## src/rtl/hpt_pkg.sv

```systemverilog
package hpt_pkg;
    localparam int EA_W      = 32;
    localparam int VSID_W    = 24;
    localparam int HASH_W    = 19;
    localparam int MASK_W    = 9;
    localparam int SEG_KS    = 30;
    localparam int SEG_KP    = 29;
    localparam int SEG_NX    = 28;
    localparam int CMP_HSEL  = 6;
    localparam int PTE_GUARD = 3;

    typedef enum logic [1:0] {
        ACC_NONE = 2'd0,
        ACC_RO   = 2'd1,
        ACC_RW   = 2'd2
    } acc_e;

    typedef enum logic [1:0] {
        ST_IDLE  = 2'd0,
        ST_ISSUE = 2'd1,
        ST_WAIT  = 2'd2,
        ST_DONE  = 2'd3
    } walk_st_e;
endpackage

```

## src/rtl/hpt_hash.sv

```systemverilog
module hpt_hash
    import hpt_pkg::*;
(
    input  logic [HASH_W-1:0]  vsid_lo,
    input  logic [15:0]        page_idx,
    input  logic [15:0]        origin,
    input  logic [MASK_W-1:0]  mask,
    output logic [1:0][EA_W-1:0] grp
);
    localparam logic [HASH_W-1:0] SEC_FLIP = {HASH_W{1'b1}};

    for (genvar g = 0; g < 2; g++) begin : g_hash
        logic [HASH_W-1:0] h;
        assign h = (vsid_lo ^ {{(HASH_W-16){1'b0}}, page_idx}) ^ ((g == 1) ? SEC_FLIP : '0);
        assign grp[g] = {origin[15:9], origin[8:0] | (h[18:10] & mask), h[9:0], 6'b0};
    end
endmodule

```

## src/rtl/hpt_prot.sv

```systemverilog
module hpt_prot
    import hpt_pkg::*;
(
    input  logic        found,
    input  logic [31:0] pte_lo,
    input  logic        ks,
    input  logic        kp,
    input  logic        nx,
    input  logic [11:0] ea_off,
    input  logic        fetch,
    input  logic        write,
    input  logic        user,
    output logic        hit,
    output logic [31:0] phys,
    output acc_e        access
);
    logic       key;
    logic [1:0] pp;
    acc_e       grant;
    logic       unused_pte;

    assign unused_pte = ^{pte_lo[11:4], pte_lo[2]};
    assign key  = (kp & user) | (ks & ~user);
    assign pp   = pte_lo[1:0];
    assign hit  = found;
    assign phys = {pte_lo[31:12], ea_off};

    always_comb begin
        if (key) begin
            unique case (pp)
                2'd0:       grant = ACC_NONE;
                2'd2:       grant = ACC_RW;
                default:    grant = ACC_RO;
            endcase
        end else begin
            grant = (pp == 2'd3) ? ACC_RO : ACC_RW;
        end
        if (grant == ACC_RO && write)
            grant = ACC_NONE;
        if (fetch && (nx || pte_lo[PTE_GUARD]))
            grant = ACC_NONE;
        if (!found)
            grant = ACC_NONE;
        access = grant;
    end
endmodule

```

## src/rtl/hpt_walker.sv

```systemverilog
module hpt_walker
    import hpt_pkg::*;
#(
    parameter int ENTRIES     = 8,
    parameter int ENTRY_BYTES = 8
) (
    input  logic        clk,
    input  logic        rst_n,
    input  logic        start,
    input  logic [31:0] eff_addr,
    output logic [3:0]  seg_index,
    input  logic [31:0] seg_val,
    input  logic [31:0] tbl_base,
    input  logic        is_fetch,
    input  logic        is_write,
    input  logic        user_mode,
    output logic        mem_req,
    output logic [31:0] mem_addr,
    input  logic        mem_valid,
    input  logic [63:0] mem_data,
    output logic        done,
    output logic        hit,
    output logic [31:0] phys_addr,
    output logic [1:0]  access,
    output logic [31:0] grp_pri,
    output logic [31:0] grp_sec,
    output logic [31:0] cmp_word
);
    localparam int IDX_W  = $clog2(ENTRIES);
    localparam int BYTE_W = $clog2(ENTRY_BYTES);
    localparam int OFF_W  = IDX_W + BYTE_W;
    localparam logic [IDX_W-1:0] IDX_LAST = IDX_W'(ENTRIES - 1);

    walk_st_e          state_q, state_d;
    logic [IDX_W-1:0]  idx_q;
    logic              sec_q, found_q;
    logic [31:0]       ea_q, lower_q, cmp_q, grp_pri_q, grp_sec_q;
    logic              ks_q, kp_q, nx_q, fetch_q, write_q, user_q;
    logic [1:0][31:0]  grp_calc;
    logic              entry_hit, idx_last;
    acc_e              acc_w;
    logic              unused_in;

    assign unused_in = ^{tbl_base[15:9], seg_val[31], seg_val[27:24]};
    assign seg_index = eff_addr[31:28];

    hpt_hash u_hash (
        .vsid_lo  (seg_val[HASH_W-1:0]),
        .page_idx (eff_addr[27:12]),
        .origin   (tbl_base[31:16]),
        .mask     (tbl_base[MASK_W-1:0]),
        .grp      (grp_calc)
    );

    assign entry_hit = (mem_data[63:32] == cmp_q);
    assign idx_last  = (idx_q == IDX_LAST);

    // state register
    always_ff @(posedge clk or negedge rst_n) begin
        if (!rst_n) state_q <= ST_IDLE;
        else        state_q <= state_d;
    end

    // next state
    always_comb begin
        state_d = state_q;
        unique case (state_q)
            ST_IDLE:  if (start) state_d = ST_ISSUE;
            ST_ISSUE: state_d = ST_WAIT;
            ST_WAIT: begin
                if (mem_valid) begin
                    if (entry_hit || (idx_last && sec_q)) state_d = ST_DONE;
                    else                                  state_d = ST_ISSUE;
                end
            end
            ST_DONE:  state_d = ST_IDLE;
        endcase
    end

    // walk datapath
    always_ff @(posedge clk or negedge rst_n) begin
        if (!rst_n) begin
            idx_q <= '0; sec_q <= 1'b0; found_q <= 1'b0;
            ea_q <= '0; lower_q <= '0; cmp_q <= '0;
            grp_pri_q <= '0; grp_sec_q <= '0;
            ks_q <= 1'b0; kp_q <= 1'b0; nx_q <= 1'b0;
            fetch_q <= 1'b0; write_q <= 1'b0; user_q <= 1'b0;
        end else begin
            unique case (state_q)
                ST_IDLE: if (start) begin
                    ea_q      <= eff_addr;
                    ks_q      <= seg_val[SEG_KS];
                    kp_q      <= seg_val[SEG_KP];
                    nx_q      <= seg_val[SEG_NX];
                    fetch_q   <= is_fetch;
                    write_q   <= is_write;
                    user_q    <= user_mode;
                    cmp_q     <= {1'b1, seg_val[VSID_W-1:0], 1'b0, eff_addr[27:22]};
                    grp_pri_q <= grp_calc[0];
                    grp_sec_q <= grp_calc[1];
                    idx_q     <= '0;
                    sec_q     <= 1'b0;
                    found_q   <= 1'b0;
                    lower_q   <= '0;
                end
                ST_WAIT: if (mem_valid) begin
                    if (entry_hit) begin
                        found_q <= 1'b1;
                        lower_q <= mem_data[31:0];
                    end else if (idx_last) begin
                        if (!sec_q) begin
                            sec_q           <= 1'b1;
                            idx_q           <= '0;
                            cmp_q[CMP_HSEL] <= 1'b1;
                        end
                    end else begin
                        idx_q <= idx_q + 1'b1;
                    end
                end
                default: ;
            endcase
        end
    end

    hpt_prot u_prot (
        .found  (found_q),
        .pte_lo (lower_q),
        .ks     (ks_q),
        .kp     (kp_q),
        .nx     (nx_q),
        .ea_off (ea_q[11:0]),
        .fetch  (fetch_q),
        .write  (write_q),
        .user   (user_q),
        .hit    (hit),
        .phys   (phys_addr),
        .access (acc_w)
    );

    // outputs
    always_comb begin
        mem_req  = (state_q == ST_ISSUE);
        done     = (state_q == ST_DONE);
        mem_addr = (sec_q ? grp_sec_q : grp_pri_q)
                 | {{(32-OFF_W){1'b0}}, idx_q, {BYTE_W{1'b0}}};
        access   = acc_w;
        grp_pri  = grp_pri_q;
        grp_sec  = grp_sec_q;
        cmp_word = cmp_q;
    end
endmodule

```

## config.mk

```make
export PLATFORM = sky130hd
export DESIGN_NAME = hpt_walker
export DESIGN_NICKNAME = d
export VERILOG_FILES = /design/src/rtl/hpt_pkg.sv /design/src/rtl/hpt_hash.sv /design/src/rtl/hpt_prot.sv /design/src/rtl/hpt_walker.sv
export SDC_FILE = /design/constraint.sdc
export NUM_CORES = 1
export LEC_CHECK = 0
export BUFFER_PORTS_ARGS = -buffer_cell sky130_fd_sc_hd__buf_2
export CAP_MARGIN = 25
export CORE_ASPECT_RATIO = 1.2
export CORE_MARGIN = 4
export CORE_UTILIZATION = 41
export CTS_CLUSTER_SIZE = 12
export DETAILED_ROUTE_END_ITERATION = 16
export PLACE_DENSITY = 0.85
export SETUP_SLACK_MARGIN = 0.5
export SKIP_CTS_REPAIR_TIMING = 1
export SLEW_MARGIN = 20
export SYNTH_ARGS = -nofsm -noshare
export SYNTH_HDL_FRONTEND = slang
export SYNTH_SLANG_ARGS = --single-unit
```

## constraint.sdc

```tcl
create_clock -name clk -period 1.74 [get_ports clk]
set_input_delay 0.087 -clock clk [delete_from_list [all_inputs] [get_ports clk]]
set_output_delay 0.087 -clock clk [all_outputs]
set_load 0.02 [all_outputs]
```

==> results of run 1 <==
-- power groups by stage --
stage,logic (mW),registers [mW],clock network (mW)
after global routing,11.9,5.46,4.00
final,11.4,5.38,3.82
after floorplan,3.44,6.10,0
after detailed placement,7.46,4.95,0
after CTS,7.47,4.94,3.85
after global placement,7.28,4.89,0
-- placed cells by master, fill, tap and decap left out, types with 3 or more instances in the layout --
cell type	count
buf_2	259
nand2_1	107
dfrtp_1	102
dlygate4sd3_1	76
nand2_2	71
nand2_4	57
buf_4	52
buf_6	40
xor2_1	37
clkbuf_16	30
and2_1	27
nor3_1	23
dfrtp_2	23
a221o_1	21
mux2_4	16
buf_12	16
nor2_1	15
o21ai_2	15
conb_1	15
a21oi_1	14
inv_1	13
xnor2_1	10
o21a_1	10
o21ai_1	9
or2_4	7
nor4_1	5
nor4_2	4
o211ai_1	4
bufinv_16	4
mux2_2	3
clkinvlp_4	3
clkbuf_8	3
buf_8	3
-- state kept, by name, indices dropped and copies added (netlist names) --
name,count
write_q,1
ea_q,12
ks_q,1
state_q,2
grp_sec,25
nx_q,1
found_q,1
fetch_q,1
cmp_word,32
idx_q,3
user_q,1
kp_q,1
lower_q,23
sec_q,1
grp_pri,20
-- layout make-up --
class                           count  area, sq um
Fill cell                         908         3826
Timing Repair Buffer              459         3588
Multi-Input combinational cell    498         3566
Sequential cell                   125         3157
Clock buffer                       22        474.2
Tap cell                          204        255.2
Clock inverter                     10        161.4
Inverter                           13        48.80
Antenna cell                        2        5.005
-- through the flow --
step / utilization / cells
after floorplan: - / 720
after global placement: 0.5369 / 1178
after detailed placement: 0.5369 / 1178
after CTS: 0.5791 / 1210
after global routing: 0.7463 / 1333
final: 0.7463 / 1333
-- critical path, cell delays in order (launching register included) --
cell	delay (ns)
dfrtp_2	0.43
xor2_2	0.18
nor4_2	0.30
nand4_1	0.18
buf_6	0.18
or2_1	0.24
buf_12	0.17
a221o_1	0.33
-- layer usage --
layer | up-vias | global-route usage | part of all wire
met1 | 3472 | 0.2586 | 0.35
li1 | 3079 | - | -
met4 | 0 | 0.09381 | 0.056
met2 | 450 | 0.3857 | 0.52
met3 | 124 | 0.05986 | 0.075
met5 | - | 0 | 0
-- worst max path at each step --
stage	from	to	slack, ns	cells past startpoint
after CTS	cmp_word[6]	lower_q[31]	-0.47	6
after floorplan	cmp_word[8]	lower_q[18]	-0.21	7
final	cmp_word[15]	lower_q[26]	-0.41	7
after detailed placement	cmp_word[6]	lower_q[31]	-0.45	6
after global routing	cmp_word[15]	lower_q[26]	-0.48	7
after global placement	cmp_word[6]	lower_q[31]	-0.53	6
-- logic make-up (layout without fill, tap and decap cells) --
group | after synthesis | count (layout) | synth area share
other | 1 | 17 | 0.0005920
adder cells (fa/ha/maj) | 2 | 2 | 0.003950
flip-flops | 125 | 125 | 0.4938
AND/OR/NAND/NOR | 326 | 332 | 0.2194
AO/OA/AOI/OAI | 82 | 82 | 0.09105
XOR/XNOR | 48 | 48 | 0.06636
buffers and inverters | 103 | 504 | 0.09105
multiplexers | 19 | 19 | 0.03378
==> metrics.csv, run 1 <==
stage,metric,value,unit
clock_tree,cts.path.max_buffers,2,
logic_synthesis,syn_avg_cell_area,8.973,sq um
sta,hold_slack,0.01156,ns
power,comb_power_share,0.553,
global_route,overflow,0,
clock_tree,cts-root-buf,clkbuf_16,
min_path,holdPathEnd,grp_sec[10],
detailed_routing,routedWlPerCell,22.04,um
power,seq_power_share,0.261,
placed_design,routabilityCongestion,0.8834,
detailed_routing,wl,29.37,mm
sta,totalNegativeSetupSlack,-9.965,ns
sta,hold_viol,0,
sta,min_period_over_period,1.233,
logic_synthesis,synthFlopType,dfrtp_1,
clock_tree,clk_pin_slew,0.06,ns
clock_tree,cts_made_buffers,17,
critical_path,worstPathMaxFanout,23,
critical_path,r2r-start,cmp_word[15],
logic_synthesis,yosysWarnings,0,
logic_synthesis,ys_seq_elements,125,
cells_and_area,finalNetCount,1283,
power,vdd_drop_max,1.138,mV
cells_and_area,drive_gt1_frac,0.5510,
clock_tree,cts_max_level,4,
logic_synthesis,synthCells,706,
critical_path,cp_data_arrival_time,2.43,ns
sta,slew_viol_final,0,
sta,period_needed,2.146,ns
power,power.switching,8.909,mW
global_route,grt_usage,0.2218,
placed_design,portBuffers,291,
critical_path,r2r-end,lower_q[26],
logic_synthesis,yosys.area.top_type,dfrtp_1,
placed_design,dp_slack,-0.4500,ns
power,total_power,20.59,mW
power,p_leak,5.849,nW
floorplanning,pin_count,336,
floorplanning,die_area,17510,sq um
clock_tree,numClockSinks,125,
critical_path,regToRegSetupSlack,-0.41,ns
min_path,hp-start,eff_addr[16],
critical_path,reg2reg_depth,7,
clock_tree,cts_tree,yes,
sta,tightest_slew,0.5067,ns
logic_synthesis,netlist.area_leader.share,0.4938,
floorplanning,die_x,121.5,um
sta,finalSetupViolCount,30,
floorplanning,die_h,144.2,um
critical_path,required,2.02,ns
global_route,antenna_found_initial,2,
power,power_density,1829,nW/um^2
logic_synthesis,synth_common_cells,"235 x nand2_1, 125 x dfrtp_1, 46 x buf_4",
sta,slew-limit-headroom,0.6611,
clock_tree,clkLatencyLatePin,0.41,ns
placed_design,place_area,8098,sq um
critical_path,path_class,flop to flop,
detailed_routing,vias,7125,
logic_synthesis,synth_most_common_cell,nand2_1,
logic_synthesis,ys_seq_area_frac,0.4938,
logic_synthesis,yosysUniqueCellTypes,35,
global_route,grt_pass1_vias,5809,
placed_design,dp_hpwl,15.09,mm
critical_path,cp-end-kind,flop,
floorplanning,num_rows,49,
sta,rsz0062_at_grt,true,
detailed_routing,ant_nets,0,
cells_and_area,area_delta_synth_final,77.68,%
global_route,grt_max_degree,72,
status,status,"finished, violations left",
logic_synthesis,synth_edf_count,0,
sta,fmax,466.0,MHz
min_path,hold_class,input pin to flop,
detailed_routing,drc_errors,0,
cells_and_area,finalInstanceArea,11260,sq um
sta,layout_setup_ws,-0.4060,ns
detailed_routing,first_iter_violations,430,
logic_synthesis,synth_area,6335,sq um
logic_synthesis,yosys-top-cells-area,"dfrtp_1 49%, nand2_1 14%, buf_4 5.5%",
detailed_routing,drtPass1Iterations,5,
job,drv_cap,0,
detailed_routing,via_per_inst,5.345,
floorplanning,start_util,0.4200,
power,intPower,11.68,mW
power,netSwitchingFraction,0.4327,
global_route,grt_pass1_wl,29.96,mm
floorplanning,core_area,15080,sq um
min_path,whs_path_depth,4,
power,clkPwrFrac,0.186,
critical_path,crit_path_start_kind,flop,
sta,clock-skew-final,0.009858,ns
logic_synthesis,synth-async-reset-ratio,1.000,
status,violations,negative setup slack,
Note: power is estimated with default switching activity, not from simulation.
==> run 2, diff against run 1 <==
--- a/config.mk
+++ b/config.mk
@@ -19,3 +19,4 @@
 export SYNTH_ARGS = -nofsm -noshare
 export SYNTH_HDL_FRONTEND = slang
 export SYNTH_SLANG_ARGS = --single-unit
+export TNS_END_PERCENT = 1
==> run 2 against run 1 <==
- the run ends with negative hold slack, negative setup slack left
- setup slack worse by 0.039 ns
- sequential cell count stayed put
- sequential power is 7.4% lower
- first-iteration DRC count grew 17%
- cell count fell by 3.9%
- clock skew rose by 0.0020 ns
- critical path depth is 1 higher
- clock-buffer cell count increased by 3
- die area stayed put
- sequential share of layout area up 4.6 points
- critical path type unchanged
- critical endpoint is now lower_q[22]
- combinational power shrank 24%
- non-clock buffer count down 45
==> metrics.csv, run 2 (same netlist as run 1, synthesis figures left out) <==
stage,metric,value,unit
status,status,"finished, violations left",
status,violations,"negative hold slack, negative setup slack",
floorplanning,core_area,15080,sq um
global_route,antenna_found_initial,0,
critical_path,crit_start,cmp_word[15],
critical_path,regToRegSetupSlack,-0.44,ns
sta,min_period_over_period,1.256,
global_route,grt_pass1_vias,5815,
global_route,grtUsageMet2,0.3665,
global_route,grt_busiest_layer,met2,
sta,clock-skew-final,0.01185,ns
placed_design,place_area,8077,sq um
placed_design,dp_slack,-0.5287,ns
min_path,hold_class,input pin to flop,
critical_path,endpoint,lower_q[22],
clock_tree,cts_made_buffers,17,
floorplanning,die_area,17510,sq um
detailed_routing,drtPass1Iterations,6,
detailed_routing,first_iter_violations,502,
global_route,use_met3,0.06964,
cells_and_area,largest_register_ffs,32,
cells_and_area,final_core_util,0.6414,
critical_path,r2r-end,lower_q[22],
detailed_routing,wl,23.47,mm
sta,layout_setup_ws,-0.4449,ns
cells_and_area,fin_cells,1281,
detailed_routing,vias,6452,
floorplanning,start_util,0.4200,
placed_design,portBuffers,291,
clock_tree,cts-root-buf,clkbuf_16,
power,clkPwrFrac,0.200,
power,total_power,17.12,mW
placed_design,dp_cells,1177,
power,comb_power_share,0.509,
power,power_density,1770,nW/um^2
job,drv_cap,0,
global_route,grt_pass1_wl,30.52,mm
clock_tree,cts.path.max_buffers,2,
critical_path,r2r-start,cmp_word[15],
placed_design,routabilityCongestion,0.8237,
cells_and_area,finalInstanceArea,9674,sq um
power,power.switching,7.278,mW
global_route,grt_usage,0.2245,
cells_and_area,finalNetCount,1232,
power,intPower,9.843,mW
floorplanning,num_rows,49,
clock_tree,numClockSinks,125,
clock_tree,cts_max_level,4,
detailed_routing,via_per_inst,5.037,
critical_path,reg2reg_depth,8,
sta,rsz0062_at_grt,true,
critical_path,path_class,flop to flop,
critical_path,cp-end-kind,flop,
sta,finalSetupViolCount,30,
sta,hold_viol,4,
clock_tree,clk_pin_slew,0.06,ns
sta,totalNegativeSetupSlack,-11.36,ns
detailed_routing,routedWlPerCell,18.32,um
sta,period_needed,2.185,ns
floorplanning,pin_count,336,
clock_tree,clkLatencyLatePin,0.41,ns
power,seq_power_share,0.291,
sta,slew_viol_final,0,
global_route,use_met1,0.2797,
clock_tree,cts_tree,yes,
cells_and_area,final_common_cell,buf_2,
sta,fmax,457.7,MHz
critical_path,required,2.02,ns
critical_path,cp_data_arrival_time,2.46,ns
power,netSwitchingFraction,0.4251,
floorplanning,die_h,144.2,um
critical_path,worstPathMaxFanout,11,
global_route,overflow,0,
cells_and_area,mostFrequentLayoutCells,"267 x buf_2, 235 x nand2_1, 103 x dfrtp_1",
global_route,grt_max_degree,56,
floorplanning,die_x,121.5,um
detailed_routing,ant_nets,0,
power,p_leak,5.133,nW
cells_and_area,area_delta_synth_final,52.72,%
detailed_routing,drc_errors,0,
cells_and_area,drive_gt1_frac,0.4033,
critical_path,crit_path_start_kind,flop,
placed_design,dp_hpwl,15.49,mm
sta,hold_slack,-0.03124,ns
power,vdd_drop_max,1.190,mV
[run 2: cell count changes in the layout (fill, tap and decap cells not counted), moves of 8 or more]
cell / delta
buf_12: -9
buf_2: +8
buf_6: -19
clkbuf_16: -12
dlygate4sd3_1: -9
nand2_1: +128
nand2_2: -71
nand2_4: -57
nor3_1: -10
nor3_2: +10
o21ai_0: +20
o21ai_2: -14
[run 2: final cells by class]
cell class / instances / area, sq um
Multi-Input combinational cell: 492 / 2843
Tap cell: 204 / 255.2
Clock buffer: 25 / 475.5
Antenna cell: 1 / 2.502
Timing Repair Buffer: 414 / 2806
Inverter: 13 / 48.80
Fill cell: 1154 / 5408
Clock inverter: 7 / 87.58
Sequential cell: 125 / 3156
[run 2: power by group through the flow]
stage	Sequential (mW)	Combinational (mW)	Clock, mW
after floorplan	6.10	3.23	0
after global placement	4.85	7.37	0
after detailed placement	4.93	7.53	0
after CTS	4.90	7.56	3.45
after global routing	5.11	9.31	3.63
final	4.98	8.72	3.42
[run 2: metal layers]
metal	up-vias	wire, um	part of all wire
met1	3042	8773	0.37
li1	2956	-	-
met5	-	0	0
met2	380	11750	0.50
met3	74	1905	0.081
met4	0	1036	0.044
[run 2: worst max-delay path, cell delays in order, from the launching register on]
cell,delay (ns)
dfrtp_2,0.41
xor2_1,0.18
nor4_2,0.30
buf_4,0.15
nand4_1,0.12
buf_6,0.17
or2_4,0.26
clkbuf_16,0.18
a221o_1,0.29
[run 2: worst min-delay path by stage]
stage / from / end / slack, ns / depth (start not counted)
2_1_floorplan: rst_n / cmp_word[0] / -0.21 / 0
3_3_place_gp: rst_n / lower_q[14] / 0.07 / 1
3_5_place_dp: rst_n / lower_q[14] / 0.07 / 1
4_1_cts: rst_n / lower_q[14] / -0.37 / 1
5_1_grt: tbl_base[6] / grp_sec[22] / 0.002 / 3
6_report: tbl_base[18] / grp_sec[18] / -0.03 / 3
==> run 3, diff against run 2 <==
==> constraint.sdc (replaced) <==
create_clock -name clk -period 1.74 [get_ports clk]
set_input_delay 0 -clock clk [delete_from_list [all_inputs] [get_ports clk]]
set_output_delay 0 -clock clk [all_outputs]
set_load 0.02 [all_outputs]
==> run 3 against run 2 <==
- the run still ends with negative hold slack, negative setup slack left
- combinational power about the same
- sequential cell count unchanged
- clock power increased by 1%
- clock-buffer cell count decreased by 5
- cell count is 1.7% higher
- sequential power is 1% higher
- die area unchanged
- highest routed layer unchanged
==> metrics.csv, run 3 (same netlist as run 1, synthesis figures left out) <==
stage,metric,value,unit
status,status,"finished, violations left",
status,violations,"negative hold slack, negative setup slack",
job,drv_cap,0,
floorplanning,core_area,15080,sq um
sta,tightest_slew,0.5082,ns
cells_and_area,mostFrequentLayoutCells,"269 x buf_2, 234 x nand2_1, 102 x dfrtp_1",
sta,fmax,460.9,MHz
power,power_density,1744,nW/um^2
cells_and_area,final_common_cell,buf_2,
detailed_routing,first_iter_violations,485,
global_route,grt_max_degree,56,
cells_and_area,fillCellCount,1106,
sta,clock-skew-final,0.01302,ns
critical_path,required,2.02,ns
sta,min_period_over_period,1.247,
cells_and_area,area_delta_synth_final,56.13,%
global_route,grt_usage,0.2252,
cells_and_area,multi_input_area,2860,sq um
global_route,antenna_found_initial,0,
cells_and_area,finalNetCount,1253,
detailed_routing,drc_errors,0,
cells_and_area,largest_register_ffs,32,
placed_design,place_area,8112,sq um
sta,hold_viol,2,
detailed_routing,vias,6664,
cells_and_area,drive_gt1_frac,0.3993,
sta,finalSetupViolCount,30,
global_route,grt_pass1_wl,30.68,mm
floorplanning,die_x,121.5,um
power,p_leak,5.226,nW
cells_and_area,fin_cells,1303,
placed_design,dp_slack,-0.5038,ns
clock_tree,clk_pin_slew,0.05,ns
placed_design,dp_hpwl,15.36,mm
power,intPower,9.815,mW
placed_design,routabilityCongestion,0.8416,
critical_path,path_class,flop to flop,
critical_path,cp-end-kind,flop,
detailed_routing,ant_nets,0,
floorplanning,die_area,17510,sq um
sta,hold_slack,-0.01337,ns
detailed_routing,via_per_inst,5.114,
critical_path,r2r-start,cmp_word[14],
critical_path,cp_data_arrival_time,2.45,ns
power,power.switching,7.436,mW
sta,rsz0062_at_grt,true,
floorplanning,die_h,144.2,um
detailed_routing,routedWlPerCell,18.53,um
critical_path,crit_start,cmp_word[14],
min_path,hp-start,mem_data[19],
floorplanning,start_util,0.4200,
critical_path,cp_cell_sequence,xor2_1 > nor4_1 > nand4_1 > buf_4 > or2_4 > buf_12 > a221o_1,
floorplanning,pin_count,336,
clock_tree,clkLatencyLatePin,0.41,ns
placed_design,dp_cells,1180,
critical_path,regToRegSetupSlack,-0.43,ns
sta,slew_viol_final,0,
min_path,hold_class,input pin to flop,
critical_path,reg2reg_depth,7,
global_route,grt_pass1_vias,5795,
power,comb_power_share,0.506,
critical_path,cpPeakStageDelay,0.41,ns
min_path,holdPathEnd,lower_q[19],
power,netSwitchingFraction,0.4310,
detailed_routing,drtPass1Iterations,5,
sta,totalNegativeSetupSlack,-11.46,ns
clock_tree,numClockSinks,125,
power,clkPwrFrac,0.201,
cells_and_area,finalInstanceArea,9891,sq um
power,seq_power_share,0.293,
global_route,overflow,0,
min_path,whs_path_depth,4,
sta,period_needed,2.170,ns
sta,slew-limit-headroom,0.6600,
power,vdd_drop_max,1.157,mV
sta,layout_setup_ws,-0.4298,ns
critical_path,worstPathMaxFanout,23,
critical_path,crit_path_start_kind,flop,
clock_tree,cts-root-buf,clkbuf_16,
clock_tree,cts.path.max_buffers,2,
detailed_routing,wl,24.15,mm
critical_path,r2r-end,lower_q[28],
clock_tree,cts_max_level,4,
placed_design,portBuffers,291,
critical_path,crit_slowest_cell,dfrtp_2,
cells_and_area,seqCellArea,3157,sq um
floorplanning,num_rows,49,
clock_tree,cts_made_buffers,17,
clock_tree,cts_tree,yes,
## run 3: cell types whose count changed in the layout (fill, tap and decap cells not counted), moves of 3 or more
cell and change:
clkbuf_1 -4, nor3_1 +5, nor3_2 -5, dlygate4sd3_1 +22
o21ai_0 -3
## run 3: final cells by class
cell class / count / area share
clock inverter: 12 / 0.01227
tap: 204 / 0.02581
inverter: 13 / 0.004934
clock buffer: 20 / 0.04516
sequential: 125 / 0.3192
multi-input combinational: 492 / 0.2892
timing repair buffer: 435 / 0.3030
antenna: 2 / 0.0005060
## run 3: metrics by stage
stage | total power [mW] | utilization
floorplan | 9.329 | -
global placement | 12.24 | 0.5378
detailed placement | 12.44 | 0.5378
CTS | 15.94 | 0.5755
global route | 18.17 | 0.6555
finish | 17.25 | 0.6558
## run 3: worst max-delay path, delay by kind of cell, from the launching register on
family / cells / cell delay [ns]
AO/OA/AOI/OAI: 1 / 0.29
AND/OR/NAND/NOR: 3 / 0.78
XOR/XNOR: 1 / 0.20
buffers and inverters: 2 / 0.35
flip-flops: 1 / 0.41
## run 3: worst max-delay path by stage
stage / end / slack, ns
after floorplan: lower_q[18] / -0.21
after global placement: lower_q[18] / -0.53
after detailed placement: lower_q[19] / -0.50
after CTS: lower_q[28] / -0.48
after global routing: lower_q[1] / -0.53
final: lower_q[28] / -0.43
## run 3: power by group through the flow
stage	clock [mW]	combinational, mW	sequential, mW
global route	3.66	9.33	5.18
CTS	3.48	7.55	4.90
global placement	0	7.37	4.87
detailed placement	0	7.51	4.93
finish	3.47	8.73	5.05
floorplan	0	3.23	6.10
## run 3: metal layers
layer | wire length (um) | GRT usage
met5 | 0 | 0
met4 | 992 | 0.06195
met3 | 2222 | 0.06886
met2 | 12120 | 0.3758
met1 | 8818 | 0.2851
